===== src/rtl/twi_mem_pkg.sv =====
package twi_mem_pkg;
    typedef enum logic [3:0] {
        ST_IDLE, ST_HDR, ST_HDR_ACK, ST_WADR, ST_WADR_ACK,
        ST_WDAT, ST_WDAT_ACK, ST_RDAT, ST_RACK
    } twi_state_e;
    localparam logic [3:0] HDR_PREFIX = 4'b1010;
endpackage


===== src/rtl/twi_glitch_filter.sv =====
module twi_glitch_filter #(
    parameter int FILT_LEN = 2
) (
    input  logic clk,
    input  logic rst_n,
    input  logic raw_i,
    output logic clean_o
);
    localparam int CW = $clog2(FILT_LEN + 1);

    logic          s1_q, s2_q, out_q, out_d;
    logic [CW-1:0] cnt_q, cnt_d;

    always_comb begin
        out_d = out_q;
        cnt_d = '0;
        if (s2_q != out_q) begin
            if (cnt_q == CW'(FILT_LEN - 1)) out_d = s2_q;
            else                            cnt_d = cnt_q + CW'(1);
        end
    end

    always_ff @(posedge clk or negedge rst_n) begin
        if (!rst_n) begin
            s1_q  <= 1'b1;
            s2_q  <= 1'b1;
            out_q <= 1'b1;
            cnt_q <= '0;
        end else begin
            s1_q  <= raw_i;
            s2_q  <= s1_q;
            out_q <= out_d;
            cnt_q <= cnt_d;
        end
    end

    assign clean_o = out_q;
endmodule


===== src/rtl/twi_bus_events.sv =====
module twi_bus_events (
    input  logic clk,
    input  logic rst_n,
    input  logic scl_f,
    input  logic sda_f,
    output logic scl_rise,
    output logic scl_fall,
    output logic start_ev,
    output logic stop_ev
);
    logic scl_p_q, sda_p_q;

    always_ff @(posedge clk or negedge rst_n) begin
        if (!rst_n) begin
            scl_p_q <= 1'b1;
            sda_p_q <= 1'b1;
        end else begin
            scl_p_q <= scl_f;
            sda_p_q <= sda_f;
        end
    end

    assign scl_rise = !scl_p_q && scl_f;
    assign scl_fall = scl_p_q && !scl_f;
    assign start_ev = scl_p_q && scl_f && sda_p_q && !sda_f;
    assign stop_ev  = scl_p_q && scl_f && !sda_p_q && sda_f;
endmodule


===== src/rtl/twi_mem_slave.sv =====
module twi_mem_slave
    import twi_mem_pkg::*;
#(
    parameter int ADDR_W   = 8,
    parameter int PAGE_W   = 3,
    parameter int FILT_LEN = 2
) (
    input  logic              clk,
    input  logic              rst_n,
    input  logic              scl_i,
    input  logic              sda_i,
    output logic              sda_oe,
    input  logic [2:0]        sel_i,
    output logic [ADDR_W-1:0] rd_addr,
    input  logic [7:0]        rd_data,
    output logic              wr_en,
    output logic [ADDR_W-1:0] wr_addr,
    output logic [7:0]        wr_data,
    output logic              wr_commit,
    input  logic              wr_busy
);
    localparam bit         WIDE     = (ADDR_W > 8);
    localparam logic [2:0] SEL_MASK = WIDE ? 3'b110 : 3'b111;

    typedef struct packed {
        twi_state_e        state;
        logic [3:0]        bit_cnt;
        logic [7:0]        shift;
        logic [7:0]        tx;
        logic [ADDR_W-1:0] ptr;
        logic              oe;
        logic              rd;
        logic              hdr_hi;
        logic              wrote;
        logic              mack;
        logic              wr_en;
        logic [ADDR_W-1:0] wr_addr;
        logic [7:0]        wr_data;
        logic              commit;
    } core_t;

    core_t r_q, r_d;

    // filtered pads: index 1 = clock, index 0 = data
    logic [1:0] raw_lines, clean_lines;
    assign raw_lines = {scl_i, sda_i};

    for (genvar g = 0; g < 2; g++) begin : g_line
        twi_glitch_filter #(.FILT_LEN(FILT_LEN)) u_filt (
            .clk(clk), .rst_n(rst_n), .raw_i(raw_lines[g]), .clean_o(clean_lines[g])
        );
    end

    logic scl_f, sda_f, scl_rise, scl_fall, start_ev, stop_ev;
    assign scl_f = clean_lines[1];
    assign sda_f = clean_lines[0];

    twi_bus_events u_events (
        .clk(clk), .rst_n(rst_n), .scl_f(scl_f), .sda_f(sda_f),
        .scl_rise(scl_rise), .scl_fall(scl_fall),
        .start_ev(start_ev), .stop_ev(stop_ev)
    );

    logic              hdr_ok;
    logic [ADDR_W-1:0] load_addr, page_next;
    twi_state_e        state_q;

    assign hdr_ok    = (r_q.shift[7:4] == HDR_PREFIX) &&
                       (((r_q.shift[3:1] ^ sel_i) & SEL_MASK) == 3'b000);
    assign load_addr = ADDR_W'({r_q.hdr_hi, r_q.shift});
    assign page_next = {r_q.ptr[ADDR_W-1:PAGE_W], r_q.ptr[PAGE_W-1:0] + PAGE_W'(1)};
    assign state_q   = r_q.state;

    always_comb begin
        r_d        = r_q;
        r_d.wr_en  = 1'b0;
        r_d.commit = 1'b0;
        if (start_ev || stop_ev) begin
            r_d.state   = start_ev ? ST_HDR : ST_IDLE;
            r_d.bit_cnt = '0;
            r_d.oe      = 1'b0;
            r_d.commit  = r_q.wrote;
            r_d.wrote   = 1'b0;
        end else begin
            unique case (r_q.state)
                ST_HDR, ST_WADR, ST_WDAT: begin
                    if (scl_rise) begin
                        r_d.shift   = {r_q.shift[6:0], sda_f};
                        r_d.bit_cnt = r_q.bit_cnt + 4'd1;
                    end else if (scl_fall && r_q.bit_cnt == 4'd8) begin
                        r_d.oe = 1'b1;
                        if (r_q.state == ST_HDR) begin
                            if (hdr_ok && !wr_busy) begin
                                r_d.state  = ST_HDR_ACK;
                                r_d.rd     = r_q.shift[0];
                                r_d.hdr_hi = WIDE && r_q.shift[1];
                            end else begin
                                r_d.state = ST_IDLE;
                                r_d.oe    = 1'b0;
                            end
                        end else if (r_q.state == ST_WADR) begin
                            r_d.ptr   = load_addr;
                            r_d.state = ST_WADR_ACK;
                        end else begin
                            r_d.wr_en   = 1'b1;
                            r_d.wr_addr = r_q.ptr;
                            r_d.wr_data = r_q.shift;
                            r_d.ptr     = page_next;
                            r_d.wrote   = 1'b1;
                            r_d.state   = ST_WDAT_ACK;
                        end
                    end
                end
                ST_HDR_ACK: begin
                    if (scl_fall) begin
                        r_d.bit_cnt = '0;
                        if (r_q.rd) begin
                            r_d.state = ST_RDAT;
                            r_d.tx    = rd_data;
                            r_d.oe    = !rd_data[7];
                        end else begin
                            r_d.state = ST_WADR;
                            r_d.oe    = 1'b0;
                        end
                    end
                end
                ST_WADR_ACK, ST_WDAT_ACK: begin
                    if (scl_fall) begin
                        r_d.state   = ST_WDAT;
                        r_d.bit_cnt = '0;
                        r_d.oe      = 1'b0;
                    end
                end
                ST_RDAT: begin
                    if (scl_rise) begin
                        r_d.bit_cnt = r_q.bit_cnt + 4'd1;
                    end else if (scl_fall) begin
                        if (r_q.bit_cnt == 4'd8) begin
                            r_d.oe    = 1'b0;
                            r_d.ptr   = r_q.ptr + ADDR_W'(1);
                            r_d.state = ST_RACK;
                        end else begin
                            r_d.tx = {r_q.tx[6:0], 1'b0};
                            r_d.oe = !r_q.tx[6];
                        end
                    end
                end
                ST_RACK: begin
                    if (scl_rise) begin
                        r_d.mack = !sda_f;
                    end else if (scl_fall) begin
                        if (r_q.mack) begin
                            r_d.state   = ST_RDAT;
                            r_d.bit_cnt = '0;
                            r_d.tx      = rd_data;
                            r_d.oe      = !rd_data[7];
                        end else begin
                            r_d.state = ST_IDLE;
                        end
                    end
                end
                default: ;
            endcase
        end
    end

    always_ff @(posedge clk or negedge rst_n) begin
        if (!rst_n) r_q <= '0;
        else        r_q <= r_d;
    end

    assign sda_oe    = r_q.oe;
    assign rd_addr   = r_q.ptr;
    assign wr_en     = r_q.wr_en;
    assign wr_addr   = r_q.wr_addr;
    assign wr_data   = r_q.wr_data;
    assign wr_commit = r_q.commit;
endmodule


===== config.mk =====
export PLATFORM = sky130hd
export DESIGN_NAME = twi_mem_slave
export DESIGN_NICKNAME = d
export VERILOG_FILES = /design/src/rtl/twi_mem_pkg.sv /design/src/rtl/twi_glitch_filter.sv /design/src/rtl/twi_bus_events.sv /design/src/rtl/twi_mem_slave.sv
export SDC_FILE = /design/constraint.sdc
export NUM_CORES = 1
export LEC_CHECK = 0
export ABC_AREA = 1
export BUFFER_PORTS_ARGS = -buffer_cell sky130_fd_sc_hd__buf_2
export CAP_MARGIN = 20
export CORE_MARGIN = 5
export CORE_UTILIZATION = 40
export DETAILED_ROUTE_END_ITERATION = 10
export HOLD_SLACK_MARGIN = 0.02
export SETUP_SLACK_MARGIN = 0.3
export SYNTH_ARGS = -nofsm -noshare
export SYNTH_HDL_FRONTEND = slang
export SYNTH_SLANG_ARGS = --single-unit
export TNS_END_PERCENT = 30

===== constraint.sdc =====
create_clock -name clk -period 1.93 [get_ports clk]
set_clock_uncertainty 0.05 [all_clocks]
set_input_delay 0.193 -clock clk [delete_from_list [all_inputs] [get_ports clk]]
set_output_delay 0.193 -clock clk [all_outputs]
set_load 0.05 [all_outputs]

==> results_dict.tcl <==
set metrics [dict create \
    nets 517 \
    clk_transition_reported_paths_ns 0.07 \
    slew_headroom 0.758 \
    wl_per_cell_um 13.0 \
    ys_ff_latch 65 \
    grt_use_total 0.158 \
    die_w_um 103 \
    period_share 0.843 \
    power_density_nw_per_um2 1280 \
    cp_top_family "simple AND/OR/NAND/NOR gates" \
    cts.path.max_buffers 2 \
    hp-class "in2reg" \
    syn_area_per_cell_um2 7.72 \
    worst_setup_path_start_kind "flip-flop" \
    root_buffer "clkbuf_8" \
    first_pass_iters 4 \
    htree_levels 3 \
    antenna_found_initial 0 \
    drive_above_1_share 0.298 \
    regArea_um2 1640 \
    cp_max_fo 6 \
    whs_path_depth 5 \
    min_to "r_q[31]" \
    start_util 0.403 \
    dr.first_iter.drc_count 104 \
    path_class "reg2reg" \
    io_buffers 42 \
    end_kind "flip-flop" \
    cp_cell_sequence "inv_2 > ha_4 > nand2_2 > nor2_4 > nand2_2 > inv_4 > nand4_4 > nand2b_4 > nand2_1 > nand2_1" \
    grt_pass1_wl_mm 13.1 \
    multiInputGateArea_um2 1560 \
    area_growth_pct 22.5 \
    syn-num-nets 468 \
    r2r_slack_ns 0.30 \
    rsz0062_at_grt "true" \
    report.final.slew_viol_count 0 \
    core-area_um2 8590 \
    outcome "finished clean" \
    fmaxAchievable_mhz 615 \
    fill_cells 850 \
    setup_viol 0 \
    gp_congestion 0.900 \
    grt_max_degree 66 \
    placementRows 34 \
    cp.arrival_ns 1.83 \
    fin_cells 611 \
    critPathSlowestCell "dfrtp_1" \
    drc 0 \
    finalPower_uw 5430 \
    synth_top_area_frac 0.411 \
    r2r-end "rd_addr[1]" \
    yosysTopAreaCell "dfrtp_1" \
    yosys_warnings 0 \
    hp-start "rd_data[0]" \
    fin_util 0.494 \
    gr-total-overflow 0 \
    ant_nets 0 \
    numCtsBuffers 9 \
    synth_seq_area_share 0.472 \
    synthDistinctLibCells 34 \
    dieArea_um2 10600 \
    place_inst 573 \
    clkLatencyLatePin_ns 0.36 \
    syn_inst 449 \
    crit_required_ns 2.13 \
    cap_violations 0 \
    post_synth_main_area_contributors "dfrtp_1, nand2_1, o21ai_0, dfstp_2, buf_4" \
    ios 43 \
    antenna_cells 0 \
    die_y_um 103 \
    final.setup.tns_ns 0 \
    r2r.worst_path.cells 10 \
    critPathMaxStageDelay_ns 0.39 \
    placed_cell_area_um2 3660 \
    r2r-start "r_q[48]" \
    clock-sinks 65 \
    syn_area_um2 3470 \
    ir_drop_mv 0.754 \
    path_buf_inv 2 \
    final_cell_area_um2 4250 \
    cts_tree "built" \
    hold_violations 0 \
    period_minus_slack_ns 1.63 \
    wirelength_mm 7.95 \
    dp_hpwl_mm 5.42 \
    routed_via_density 4.80 \
    first_global_vias 2882 \
    vias 2935 \
    power.leakage_uw 0.00219 \
    tightest_slew_ns 0.363 \
]
-- power breakdown --
group	leakage, uW	switching, uW	internal [uW]
Sequential	0.000841	219	1650
Clock	0.0000949	562	633
Combinational	0.00126	1500	871
-- synth_stat cells, drive strengths merged --
cell type and instances:
a21boi 1, a21oi 6, a22oi 1, a31o 1, buf 29, clkbuf 3, dfrtp 57, dfstp 8
ha 3, inv 53, nand2 157, nand2b 1, nand3 18, nand3b 2, nand4 6, nor2 38
nor3 3, o211ai 2, o21a 1, o21ai 52, o22ai 2, xnor2 2, xor2 3
-- tightest hold or removal path, stage by stage --
cell     delay (ns)
buf_2          0.10
inv_1          0.04
nor2_1         0.04
nand2_1        0.05
o21ai_1        0.05
-- kinds of logic after synthesis --
family / count (synthesis) / share of synthesized area
fa+ha+maj: 3 / 0.0108
flops: 65 / 0.472
simple gates: 225 / 0.277
xor+xnor: 5 / 0.0126
compound gates: 66 / 0.105
buf+inv: 85 / 0.122
-- sequential cells by signal, summed over array words and instances, names as in the netlist --
| signal | count |
|---|---|
| wr_addr | 8 |
| g_line.u_filt.clean_o | 2 |
| wr_en | 1 |
| sda_oe | 1 |
| g_line.u_filt.cnt_q | 4 |
| wr_commit | 1 |
| g_line.u_filt.s1_q | 2 |
| g_line.u_filt.s2_q | 2 |
| u_events.sda_p_q | 1 |
| state_q | 4 |
| rd_addr | 8 |
| r_q | 14 |
| u_events.scl_p_q | 1 |
| load_addr | 8 |
| wr_data | 8 |
-- layout make-up --
class                      count  area share
timing repair buffer          69       0.118
inverter                      53      0.0480
clock buffer                  10      0.0324
multi-input combinational    300       0.368
sequential                    65       0.386
tap                          108      0.0318
clock inverter                 6      0.0156
-- worst max path at each step --
stage | from | to | cells after the start
6_report | r_q[48] | rd_addr[1] | 10
5_1_grt | r_q[48] | rd_addr[0] | 10
4_1_cts | g_line[1].u_filt.clean_o | wr_addr[0] | 10
3_5_place_dp | r_q[47] | rd_addr[2] | 10
3_3_place_gp | r_q[47] | rd_addr[0] | 10
2_1_floorplan | r_q[47] | rd_addr[2] | 10
-- through the flow --
step / setup WS, ns / hold slack (ns)
after floorplan: 0.354 / -0.153
after global placement: 0.233 / 0.187
after detailed placement: 0.154 / 0.185
after CTS: 0.260 / 0.0799
after global routing: 0.197 / 0.118
final: 0.303 / 0.0912
-- layer usage --
metal,wire length [um],global-route usage,share of wire,vias up
met5,0,0,0,-
met4,186,0.0618,0.023,0
met3,457,0.0568,0.057,14
met2,3930,0.274,0.49,57
met1,3380,0.176,0.42,1379
li1,-,-,-,1485
-- placed cells by master (no fill, tap or decap), types with 6 or more instances in the layout --
master    Yosys  routed
nor2_1       32      24
nor2_2        2       6
inv_2         8       9
buf_4        25      18
o21ai_1       8      11
dfrtp_1      57      53
nor2_4        4       9
buf_2         3      42
nand2_1     150     136
inv_1        45      42
o21ai_0      44      41
nand3_1      17      16
dfstp_2       8       8
clkbuf_8      0      10
nand2_2       7      16
-- what timing repair did --
item,in CTS,in global routing
setup endpoints to repair,34,51
gates cloned,1,1
hold buffers,3,0
buffers inserted,9,8
pin swaps,6,19
hold endpoints to repair,59,0
resized for setup,14,37
(Power assumes the default switching activity.)
